[config.mk]
export PLATFORM = sky130hd
export DESIGN_NAME = eeprom_i2c_target
export DESIGN_NICKNAME = d
export VERILOG_FILES = /design/src/rtl/eeprom_pkg.sv /design/src/rtl/eeprom_bus_sync.sv /design/src/rtl/eeprom_wr_timer.sv /design/src/rtl/eeprom_page_buf.sv /design/src/rtl/eeprom_array.sv /design/src/rtl/eeprom_i2c_target.sv
export SDC_FILE = /design/constraint.sdc
export NUM_CORES = 2
export LEC_CHECK = 0
export BUFFER_PORTS_ARGS = -buffer_cell sky130_fd_sc_hd__buf_2
export CAP_MARGIN = 5
export CORE_MARGIN = 3
export CORE_UTILIZATION = 55
export CTS_CLUSTER_DIAMETER = 60
export DETAILED_ROUTE_END_ITERATION = 10
export PLACE_DENSITY = 0.67
export SLEW_MARGIN = 15
export SYNTH_ARGS = -nofsm -noshare
export SYNTH_HDL_FRONTEND = slang
export SYNTH_SLANG_ARGS = --single-unit
[constraint.sdc]
create_clock -name clk_i -period 7.63 [get_ports clk_i]
set_clock_uncertainty 0.1 [all_clocks]
set_input_delay 0.763 -clock clk_i [delete_from_list [all_inputs] [get_ports clk_i]]
set_output_delay 0.763 -clock clk_i [all_outputs]
set_load 0.02 [all_outputs]
[src/rtl/eeprom_pkg.sv]
package eeprom_pkg;
  localparam int unsigned BYTE_W = 8;
  typedef enum logic [2:0] {ST_IDLE, ST_DEV, ST_WADDR, ST_WDATA, ST_RDATA} tgt_st_e;
endpackage

[src/rtl/eeprom_bus_sync.sv]
module eeprom_bus_sync (
  input  logic clk_i,
  input  logic rst_ni,
  input  logic scl_i,
  input  logic sda_i,
  output logic scl_o,
  output logic sda_o,
  output logic scl_rise_o,
  output logic scl_fall_o,
  output logic start_o,
  output logic stop_o
);
  localparam int unsigned LINES = 2;
  logic [LINES-1:0] raw, meta_q, sync_q, dly_q;
  assign raw = {scl_i, sda_i};

  for (genvar g = 0; g < LINES; g++) begin : g_line
    always_ff @(posedge clk_i or negedge rst_ni) begin
      if (!rst_ni) begin
        meta_q[g] <= 1'b1;
        sync_q[g] <= 1'b1;
        dly_q[g]  <= 1'b1;
      end else begin
        meta_q[g] <= raw[g];
        sync_q[g] <= meta_q[g];
        dly_q[g]  <= sync_q[g];
      end
    end
  end

  assign scl_o      = sync_q[1];
  assign sda_o      = sync_q[0];
  assign scl_rise_o = sync_q[1] & ~dly_q[1];
  assign scl_fall_o = ~sync_q[1] & dly_q[1];
  assign start_o    = sync_q[1] & dly_q[1] & dly_q[0] & ~sync_q[0];
  assign stop_o     = sync_q[1] & dly_q[1] & ~dly_q[0] & sync_q[0];
endmodule

[src/rtl/eeprom_wr_timer.sv]
module eeprom_wr_timer #(
  parameter int unsigned WR_CYCLES = 1000000
) (
  input  logic clk_i,
  input  logic rst_ni,
  input  logic start_i,
  output logic busy_o
);
  localparam int unsigned CW = $clog2(WR_CYCLES + 1);
  logic [CW-1:0] cnt_q;

  always_ff @(posedge clk_i or negedge rst_ni) begin
    if (!rst_ni)             cnt_q <= '0;
    else if (start_i)        cnt_q <= CW'(WR_CYCLES);
    else if (cnt_q != '0)    cnt_q <= cnt_q - 1'b1;
  end

  assign busy_o = (cnt_q != '0);

  AST_BUSY_AFTER_COMMIT: assert property (@(posedge clk_i) disable iff (!rst_ni)
    start_i |=> busy_o);
endmodule

[src/rtl/eeprom_page_buf.sv]
module eeprom_page_buf #(
  parameter int unsigned PAGE_W = 5,
  parameter int unsigned DATA_W = 8,
  localparam int unsigned PAGE = 1 << PAGE_W
) (
  input  logic                          clk_i,
  input  logic                          rst_ni,
  input  logic                          clr_i,
  input  logic                          wr_i,
  input  logic [PAGE_W-1:0]             idx_i,
  input  logic [DATA_W-1:0]             data_i,
  output logic [PAGE-1:0]               mask_o,
  output logic [PAGE-1:0][DATA_W-1:0]   data_o
);
  logic [PAGE-1:0]             mask_q;
  logic [PAGE-1:0][DATA_W-1:0] data_q;

  always_ff @(posedge clk_i or negedge rst_ni) begin
    if (!rst_ni) begin
      mask_q <= '0;
      data_q <= '0;
    end else if (clr_i) begin
      mask_q <= '0;
    end else if (wr_i) begin
      mask_q[idx_i] <= 1'b1;
      data_q[idx_i] <= data_i;
    end
  end

  assign mask_o = mask_q;
  assign data_o = data_q;

  AST_BUF_MARK: assert property (@(posedge clk_i) disable iff (!rst_ni)
    (wr_i && !clr_i) |=> mask_q[$past(idx_i)]);
endmodule

[src/rtl/eeprom_array.sv]
module eeprom_array #(
  parameter int unsigned ADDR_W = 8,
  parameter int unsigned PAGE_W = 5,
  parameter int unsigned DATA_W = 8,
  localparam int unsigned PAGE  = 1 << PAGE_W,
  localparam int unsigned DEPTH = 1 << ADDR_W,
  localparam int unsigned PG_W  = ADDR_W - PAGE_W
) (
  input  logic                        clk_i,
  input  logic                        rst_ni,
  input  logic                        commit_i,
  input  logic [PG_W-1:0]             page_i,
  input  logic [PAGE-1:0]             mask_i,
  input  logic [PAGE-1:0][DATA_W-1:0] buf_i,
  input  logic [ADDR_W-1:0]           rd_addr_i,
  output logic [DATA_W-1:0]           rd_data_o
);
  logic [DATA_W-1:0] mem_q [DEPTH];

  for (genvar a = 0; a < DEPTH; a++) begin : g_cell
    localparam int unsigned OFF = a % PAGE;
    localparam logic [PG_W-1:0] PG = PG_W'(a / PAGE);
    always_ff @(posedge clk_i or negedge rst_ni) begin
      if (!rst_ni) mem_q[a] <= '0;
      else if (commit_i && page_i == PG && mask_i[OFF]) mem_q[a] <= buf_i[OFF];
    end

    AST_ARRAY_HOLD: assert property (@(posedge clk_i) disable iff (!rst_ni)
      !commit_i |=> $stable(mem_q[a]));
  end

  assign rd_data_o = mem_q[rd_addr_i];
endmodule

[src/rtl/eeprom_i2c_target.sv]
module eeprom_i2c_target
  import eeprom_pkg::*;
#(
  parameter int unsigned ADDR_W    = 8,
  parameter int unsigned PAGE_W    = 5,
  parameter int unsigned STRAP_W   = 3,
  parameter int unsigned DEV_ID    = 10,
  parameter int unsigned WR_CYCLES = 1000000
) (
  input  logic               clk_i,
  input  logic               rst_ni,
  input  logic               scl_i,
  input  logic               sda_i,
  output logic               sda_oe_o,
  input  logic [STRAP_W-1:0] strap_i,
  input  logic               wp_i
);
  localparam int unsigned PAGE = 1 << PAGE_W;
  localparam int unsigned ID_W = 7 - STRAP_W;
  localparam int unsigned PG_W = ADDR_W - PAGE_W;

  logic scl_s, sda_s, scl_rise, scl_fall, start_det, stop_det;
  logic busy;
  logic [BYTE_W-1:0] rd_data;
  logic [PAGE-1:0] buf_mask;
  logic [PAGE-1:0][BYTE_W-1:0] buf_data;

  tgt_st_e st_q;
  logic [3:0] cnt_q;
  logic in_ack_q, oe_q, rw_q, mack_q, wr_pend_q;
  logic [BYTE_W-1:0] shreg_q, tx_q;
  logic [ADDR_W-1:0] ptr_q;

  logic rx_state, bus_evt, ack_begin, ack_end, addr_hit, buf_wr, commit, rd_load;
  logic [ADDR_W-1:0] ptr_page_inc;

  eeprom_bus_sync u_sync (
    .clk_i, .rst_ni, .scl_i, .sda_i,
    .scl_o(scl_s), .sda_o(sda_s), .scl_rise_o(scl_rise), .scl_fall_o(scl_fall),
    .start_o(start_det), .stop_o(stop_det)
  );

  eeprom_wr_timer #(.WR_CYCLES(WR_CYCLES)) u_timer (
    .clk_i, .rst_ni, .start_i(commit), .busy_o(busy)
  );

  eeprom_page_buf #(.PAGE_W(PAGE_W), .DATA_W(BYTE_W)) u_buf (
    .clk_i, .rst_ni, .clr_i(start_det), .wr_i(buf_wr), .idx_i(ptr_q[PAGE_W-1:0]),
    .data_i(shreg_q), .mask_o(buf_mask), .data_o(buf_data)
  );

  eeprom_array #(.ADDR_W(ADDR_W), .PAGE_W(PAGE_W), .DATA_W(BYTE_W)) u_array (
    .clk_i, .rst_ni, .commit_i(commit), .page_i(ptr_q[ADDR_W-1:PAGE_W]),
    .mask_i(buf_mask), .buf_i(buf_data), .rd_addr_i(ptr_q), .rd_data_o(rd_data)
  );

  always_comb begin
    rx_state     = (st_q == ST_DEV) || (st_q == ST_WADDR) || (st_q == ST_WDATA);
    bus_evt      = start_det | stop_det;
    ack_begin    = !bus_evt && rx_state && scl_fall && (cnt_q == 4'd8) && !in_ack_q;
    ack_end      = !bus_evt && rx_state && scl_fall && in_ack_q;
    addr_hit     = (shreg_q[7:1] == {ID_W'(DEV_ID), strap_i});
    buf_wr       = ack_begin && (st_q == ST_WDATA);
    commit       = stop_det && wr_pend_q && !wp_i;
    rd_load      = !bus_evt &&
                   ((ack_end && st_q == ST_DEV && rw_q) ||
                    (st_q == ST_RDATA && scl_fall && cnt_q == 4'd8 && !mack_q));
    ptr_page_inc = {ptr_q[ADDR_W-1:PAGE_W], ptr_q[PAGE_W-1:0] + 1'b1};
  end

  always_ff @(posedge clk_i or negedge rst_ni) begin
    if (!rst_ni) begin
      st_q      <= ST_IDLE;
      cnt_q     <= '0;
      in_ack_q  <= 1'b0;
      oe_q      <= 1'b0;
      rw_q      <= 1'b0;
      mack_q    <= 1'b0;
      wr_pend_q <= 1'b0;
      shreg_q   <= '0;
      tx_q      <= '0;
      ptr_q     <= '0;
    end else if (bus_evt) begin
      st_q      <= start_det ? ST_DEV : ST_IDLE;
      cnt_q     <= '0;
      in_ack_q  <= 1'b0;
      oe_q      <= 1'b0;
      wr_pend_q <= 1'b0;
    end else begin
      if (rx_state && scl_rise && cnt_q < 4'd8) begin
        shreg_q <= {shreg_q[6:0], sda_s};
        cnt_q   <= cnt_q + 1'b1;
      end
      if (ack_begin) begin
        if (st_q == ST_DEV) begin
          if (addr_hit && !busy) begin
            oe_q     <= 1'b1;
            in_ack_q <= 1'b1;
            rw_q     <= shreg_q[0];
          end else begin
            st_q <= ST_IDLE;
          end
        end else begin
          oe_q     <= 1'b1;
          in_ack_q <= 1'b1;
          if (st_q == ST_WADDR) begin
            ptr_q <= shreg_q[ADDR_W-1:0];
          end else begin
            ptr_q     <= ptr_page_inc;
            wr_pend_q <= 1'b1;
          end
        end
      end
      if (ack_end) begin
        in_ack_q <= 1'b0;
        oe_q     <= 1'b0;
        cnt_q    <= '0;
        if (st_q == ST_DEV) st_q <= rw_q ? ST_RDATA : ST_WADDR;
        else                st_q <= ST_WDATA;
      end
      if (st_q == ST_RDATA) begin
        if (scl_rise && cnt_q == 4'd8) mack_q <= sda_s;
        if (scl_fall) begin
          if (cnt_q < 4'd7) begin
            cnt_q <= cnt_q + 1'b1;
            tx_q  <= {tx_q[6:0], 1'b0};
            oe_q  <= !tx_q[6];
          end else if (cnt_q == 4'd7) begin
            cnt_q <= 4'd8;
            oe_q  <= 1'b0;
          end else if (mack_q) begin
            st_q <= ST_IDLE;
            oe_q <= 1'b0;
          end
        end
      end
      // fetch overrides the release above
      if (rd_load) begin
        tx_q  <= rd_data;
        oe_q  <= !rd_data[7];
        ptr_q <= ptr_q + 1'b1;
        cnt_q <= '0;
      end
    end
  end

  assign sda_oe_o = oe_q;

  AST_OE_RISE_SCL_LOW: assert property (@(posedge clk_i) disable iff (!rst_ni)
    $rose(oe_q) |-> !scl_s);
  AST_READ_PTR_STEP: assert property (@(posedge clk_i) disable iff (!rst_ni)
    rd_load |=> ptr_q == $past(ptr_q) + 1'b1);
  AST_WRITE_PTR_IN_PAGE: assert property (@(posedge clk_i) disable iff (!rst_ni)
    buf_wr |=> ptr_q[ADDR_W-1:PAGE_W] == $past(ptr_q[ADDR_W-1:PAGE_W]));
  AST_NO_ACK_BUSY: assert property (@(posedge clk_i) disable iff (!rst_ni)
    (st_q == ST_DEV && in_ack_q) |-> !busy);
  AST_NACK_RELEASE: assert property (@(posedge clk_i) disable iff (!rst_ni)
    (st_q == ST_IDLE) |-> !oe_q);
endmodule

After elaboration in Yosys (flattened, before gate mapping)
Index checks and enable logic that the tools add are counted.

Magnitude comparators: 5. Equal/unequal tests: 18. Reductions and logical operators: 313. Bitwise operators: 16. Add/sub/neg operators: 4. Mux-type cells: 61.

Operators with widths (number): logical AND 1 bit (283); bitwise mux 256 bit (1); binary-select mux 8 bit (select 8 bit) (1); two-way mux 32 bit (2); two-way mux 8 bit (7); demux 8 bit (select 5 bit) (1); two-way mux 20 bit (2); two-way mux 3 bit (12); two-way mux 4 bit (8); bitwise OR 32 bit (1); two-way mux 7 bit (4); two-way mux 1 bit (22); nonzero test 20 bit (1); subtractor 20 x 1 -> 20 bit (second input constant) (1); nonzero test 2 bit (8); equality test 3 bit (second input constant) (5); equality test 3 x 2 -> 1 bit (second input constant) (4); AND reduction 4 bit (3); greater-or-equal comparator 9 bit (second input constant) (1); inverter 8 -> 9 bit (1); AND reduction 3 bit (3); adder 8 x 1 -> 8 bit (second input constant) (1); bitwise AND 1 bit (7); equality test 7 bit (1); other kinds (19) (37).

Register bits after elaboration: 2397. Word-level logic and storage cells: 724. Output and inout port bits: 1. Input port bits: 8.

Depth between registers and ports, before layout
Depth after elaboration: 18. Mapped depth: 13. Depth with buffers taken out: 9.

Cells and area by module
From an unflattened synthesis, not the netlist that was laid out.

Cells, all modules: 6761. Area, all modules: 106338.2 um^2.

Modules (own cells, without submodules): eeprom_array (sequential area each 51249.2 um^2, cells each 5757, area each 92070.8 um^2, times used 1); eeprom_page_buf (sequential area each 7206.9 um^2, cells each 677, area each 10906.7 um^2, times used 1); eeprom_i2c_target (sequential area each 875.8 um^2, cells each 197, area each 2035.7 um^2, times used 1); eeprom_wr_timer (sequential area each 500.5 um^2, cells each 120, area each 1134.8 um^2, times used 1); eeprom_bus_sync (sequential area each 157.7 um^2, cells each 10, area each 190.2 um^2, times used 1).

Worst setup path before layout
OpenSTA, ideal clock, no wires.

Path type: register to register. From: register ptr_q[0]. To: register u_buf.data_q (netlist bit u_buf.data_o[100]). Clock period less this slack: 2978 ps. Data required time: 7405 ps. Path buffers: 7. Setup slack: 4652 ps. Arrival: 2754 ps. Stages on the path, launching flop included: 13. Setup time: 125 ps. Cells stage by stage: dfrtp_1 > buf_4 > buf_6 > buf_6 > buf_6 > buf_6 > buf_4 > buf_2 > inv_1 > ha_1 > nand2_1 > nor2_1 > mux2_2.

Cells in the longest elaborated chain, start to end: 5. Elaborated cells on any way between the ends: 6. Classes of those cells: 2 x order compare; 3 x mux; 1 x reduce/logical.

RTL lines: start, declared (line eeprom_i2c_target.sv:32) `logic [ADDR_W-1:0] ptr_q;`; start signal, assigned (line eeprom_i2c_target.sv:107) `ptr_q <= shreg_q[ADDR_W-1:0];`; start signal, assigned (line eeprom_i2c_target.sv:109) `ptr_q <= ptr_page_inc;`; start signal, assigned (line eeprom_i2c_target.sv:141) `ptr_q <= ptr_q + 1'b1;`; less-than comparator 5 x 6 -> 1 bit (implied by the code) / greater-or-equal comparator 5 x 1 -> 1 bit (equally long branches) (line eeprom_page_buf.sv:26) `data_q[idx_i] <= data_i;`; logical AND 1 bit (implied by the code) (line eeprom_page_buf.sv:26); two-way mux 8 bit (implied by the code) (line eeprom_page_buf.sv:26); demux 8 bit (select 5 bit) *; bitwise mux 256 bit * (line eeprom_page_buf.sv:26); end signal, assigned by index (line eeprom_page_buf.sv:26); end, declared (line eeprom_page_buf.sv:16) `logic [PAGE-1:0][DATA_W-1:0] data_q;`.

Mark *: on every way between the ends. The rest lies on a longest branch, timed or not. A chain may end at the register's enable or synchronous reset.

Worst setup path after layout
From: register ptr_q[0]. To: register oe_q, in the netlist sda_oe_o.

Cells in the longest elaborated chain, start to end: 7.

RTL lines: inverter 8 -> 9 bit (implied by the code) (line eeprom_array.sv:32) `assign rd_data_o = mem_q[rd_addr_i];`; binary-select mux 8 bit (select 8 bit) (line eeprom_array.sv:32); two-way mux 8 bit (implied by the code) (2 in series) (line eeprom_array.sv:32); logical NOT 1 bit (line eeprom_i2c_target.sv:140) `oe_q <= !rd_data[7];`; two-way mux 1 bit (line eeprom_i2c_target.sv:138) `if (rd_load) begin`; two-way mux 1 bit (line eeprom_i2c_target.sv:83) `end else if (bus_evt) begin`; end signal, assigned (line eeprom_i2c_target.sv:127) `oe_q <= !tx_q[6];`; end signal, assigned (line eeprom_i2c_target.sv:140); end, declared (line eeprom_i2c_target.sv:30) `logic in_ack_q, oe_q, rw_q, mack_q, wr_pend_q;`.

No other way between the ends. The select of a mux whose other input is x is not followed.

==> summary.txt <==
Outcome
  • Status: finished, violations left
  • Violated checks: max-capacitance violations, max-slew violations

STA
  • Hold slack: 0.257 ns
  • Slew @ Worst Pin: 1.50 ns
  • Post-layout worst setup margin: 2.07 ns
  • Endpoints failing hold: 0
  • Final setup vio count: 0
  • Fin crit period: 5.56 ns
  • RSZ-0062 raised after global routing: no
  • Fin crit share: 72.8%
  • Fin Setup TNS: 0 ns
  • Slew Limit Headroom: -2.94%
  • Fmax: 180 MHz
  • Slew Limit Fails: 2

Floorplan
  • Die width: 453 µm
  • Site Rows: 163
  • Die Ht: 453 µm
  • Die footprint: 0.205 mm²
  • IO Count: 9
  • Placeable Area: 0.198 mm²
  • Initial core utilization: 55.5%

Clocking
  • Post-CTS Resized: 0
  • Clk pin slew, worst setup/hold paths: 0.06 ns
  • Clock sink count: 2,397
  • Clock root cell: clkbuf_16
  • Clock Latency Late Sink: 0.97 ns
  • Htree depth: 5
  • Inserted Clock Buffers: 275
  • Clk buf depth: 4
  • CTS tree: yes

Setup path
  • Setup Crit Path Kind: register to register
  • Crit path buffers/inverters: 3
  • Slowest stage delay, CP: 0.89 ns
  • CP startpoint kind: register
  • Crit path arrival time: 6.22 ns
  • Crit path max fanout: 95
  • Crit. End Element: register
  • CP Cell Sequence: buf_12, buf_12, mux4_2, mux2i_1, buf_4, o211ai_1, nand2_1, a311oi_2, nor3_1
  • Most Frequent Cell on Critical Path: buf_12
  • CP required: 8.29 ns
  • Crit-path slowest cell: o211ai_1
  • Delay-heaviest family, CP: compound AO/OA/AOI/OAI gates

Yosys
  • Yosys reg bits: 2,397
  • Synth area leader: dfrtp_1
  • Async SR Flop Fraction: 100%
  • Post-synthesis simple-gate area fraction: 4.34%
  • Number of flops mapped to enable cells by yosys: 0
  • Largest family of logic cells by synthesized area: multiplexers
  • Main synth FF type: dfrtp_1
  • Adder-cell share of the synthesized area: 0.0911%
  • Yosys cell types: 77
  • Synth top cells by count: 2,391 x dfrtp_1, 1,698 x mux2_2, 638 x mux2i_1
  • Multiplexer share of the synthesized area: 35.7%
  • Yosys warning count: 0
  • Top area cells in the synthesized netlist: dfrtp_1 54%, mux2_2 17%, mux2_4 7.9%, mux2i_1 5.8%, mux4_2 3.1%
  • Post-synthesis compound-gate area fraction: 3.32%
  • Post-synthesis cell area: 0.110 mm²
  • Synth Area in XOR/XNOR: 0.127%
  • Register area share after synthesis: 54.6%
  • Avg Synthesized Cell Area: 15.2 µm²
  • Cells after synthesis: 7,227
  • Count leader, synth: dfrtp_1
  • Area share of the largest cell type after synthesis: 54.4%
  • Synthesized Nets: 7,243

Global route
  • Largest net degree at the start of global routing: 174
  • Overall global routing resource usage: 46.6%
  • Vias in the first global route: 70,000
  • First-pass GRT wire length: 641 mm
  • Initial antenna violation count: 78
  • Total grt overflow: 0

Power and ir drop
  • Leak: 58.1 nW
  • IR drop worst, VDD: 0.240 mV
  • Overall power: 0.0268 W
  • Power density cells: 220 mW/mm²

Route
  • Vias: 71,700
  • Initial DRC Count: 10,100
  • First-pass DRT Iterations: 8
  • WL/cell: 46.9 µm
  • Routed Antenna Nets: 0
  • Via density: 7.01
  • Final wirelength: 480 mm
  • Drt drc: 0

Placed design
  • Port Buf Inserts: 8
  • Dpl hpwl: 351 mm
  • DP Worst Slack: 2.73 ns
  • RD Place Congestion: 1.16

Finish
  • Layout cells sized above 1: 42.0%
  • Filler cell count: 14,900
  • Final nets: 7,365
  • Area Growth Syn to Fin: 10.8%

Run
  • Maximum Capacitance Violations: 1

Hold path
  • Hold Path Class: register to register
[path summary, 6_finish.rpt]
path,slack [ns],depth (start not counted),end,start
max,2.07,9,sda_oe_o$_DFF_PN0_,ptr_q[0]$_DFFE_PN0P_
min,0.26,0,u_sync.sda_o$_DFF_PN1_,u_sync.meta_q[0]$_DFF_PN1_
max reg2reg,2.07,9,sda_oe_o$_DFF_PN0_,ptr_q[0]$_DFFE_PN0P_
min reg2reg,0.26,0,u_sync.sda_o$_DFF_PN1_,u_sync.meta_q[0]$_DFF_PN1_
max in group asynchronous,4.94,4,u_array.mem_q[1706]$_DFFE_PN0P_,rst_ni
min in group asynchronous,0.32,2,u_timer.cnt_q[14]$_DFFE_PN0P_,rst_ni
[repair_timing]
action,in CTS,in global routing
hold buffers,3,0
hold endpoints to repair,103,0
setup buffers,0,0
[sequential cells by signal (all words and copies together) (netlist names), 2 cells and up]
name and flops:
u_buf.mask_o 32, u_buf.data_o 256, ptr_q 8, shreg_q 8, tx_q 7, st_q 3
cnt_q 4, u_sync.meta_q 2, u_array.mem_q 2048, u_sync.dly_q 2, u_timer.cnt_q 20
[through the flow]
step | cell area (µm²) | cells | utilization [%]
global placement | 113000 | 9708 | 57.0
detailed placement | 113000 | 9709 | 57.0
floorplan | 110000 | 7227 | -
finish | 122000 | 10200 | 61.5
global route | 122000 | 10200 | 61.4
CTS | 122000 | 10200 | 61.4
[cell families (layout without fill, tap and decap cells)]
group                    Yosys count  after routing
multiplexers                    3209           3209
AO/OA/AOI/OAI                    551            551
adder cells (fa/ha/maj)            8              8
flip-flops                      2397           2397
buffers and inverters            334            635
AND/OR/NAND/NOR                  712            712
other                              0             54
XOR/XNOR                          16             16
[power by group]
group | internal (W) | switching [W] | total (W)
Clock | 0.00758 | 0.00536 | 0.0129
Sequential | 0.0128 | 0.000124 | 0.0129
Combinational | 0.000124 | 0.000869 | 0.000993
[cell type report]
cell class                 count  area (µm²)  share of cell area, %
tap                         2640        3300                   2.71
timing repair buffer         171        1570                   1.29
antenna                       54         135                  0.111
multi-input combinational   4496       48100                   39.5
inverter                       8        30.0                 0.0247
clock buffer                 391        7890                   6.48
clock inverter                65         708                  0.582
sequential                  2397       60000                   49.3
[layer usage]
layer	GRT usage [%]	part of all wire [%]
met3	16.2	11
met2	64.4	42
met4	33.3	8.5
met5	0	0.035
met1	61.0	39
[cells in the final DEF (no fill, tap or decap), types with 67 or more instances in the layout]
cell | synthesis | routed
mux2i_1 | 638 | 630
dfrtp_1 | 2391 | 2377
mux2_2 | 1698 | 1698
nand2_8 | 71 | 71
nor2_1 | 110 | 107
buf_4 | 65 | 137
nand2_1 | 231 | 230
clkbuf_16 | 0 | 281
o22ai_1 | 319 | 316
mux2_4 | 576 | 576
mux4_2 | 153 | 153
mux2_1 | 144 | 144
nor4_1 | 69 | 67
[worst register-to-register path: stages, from the launching register on]
cell      delay [ns]
dfrtp_4         0.86
buf_12          0.36
buf_12          0.68
mux4_2          0.67
mux2i_1         0.32
buf_4           0.31
o211ai_1        0.90
nand2_1         0.24
a311oi_2        0.85
nor3_1          0.12
No activity file was read; power rests on OpenSTA's default activity.
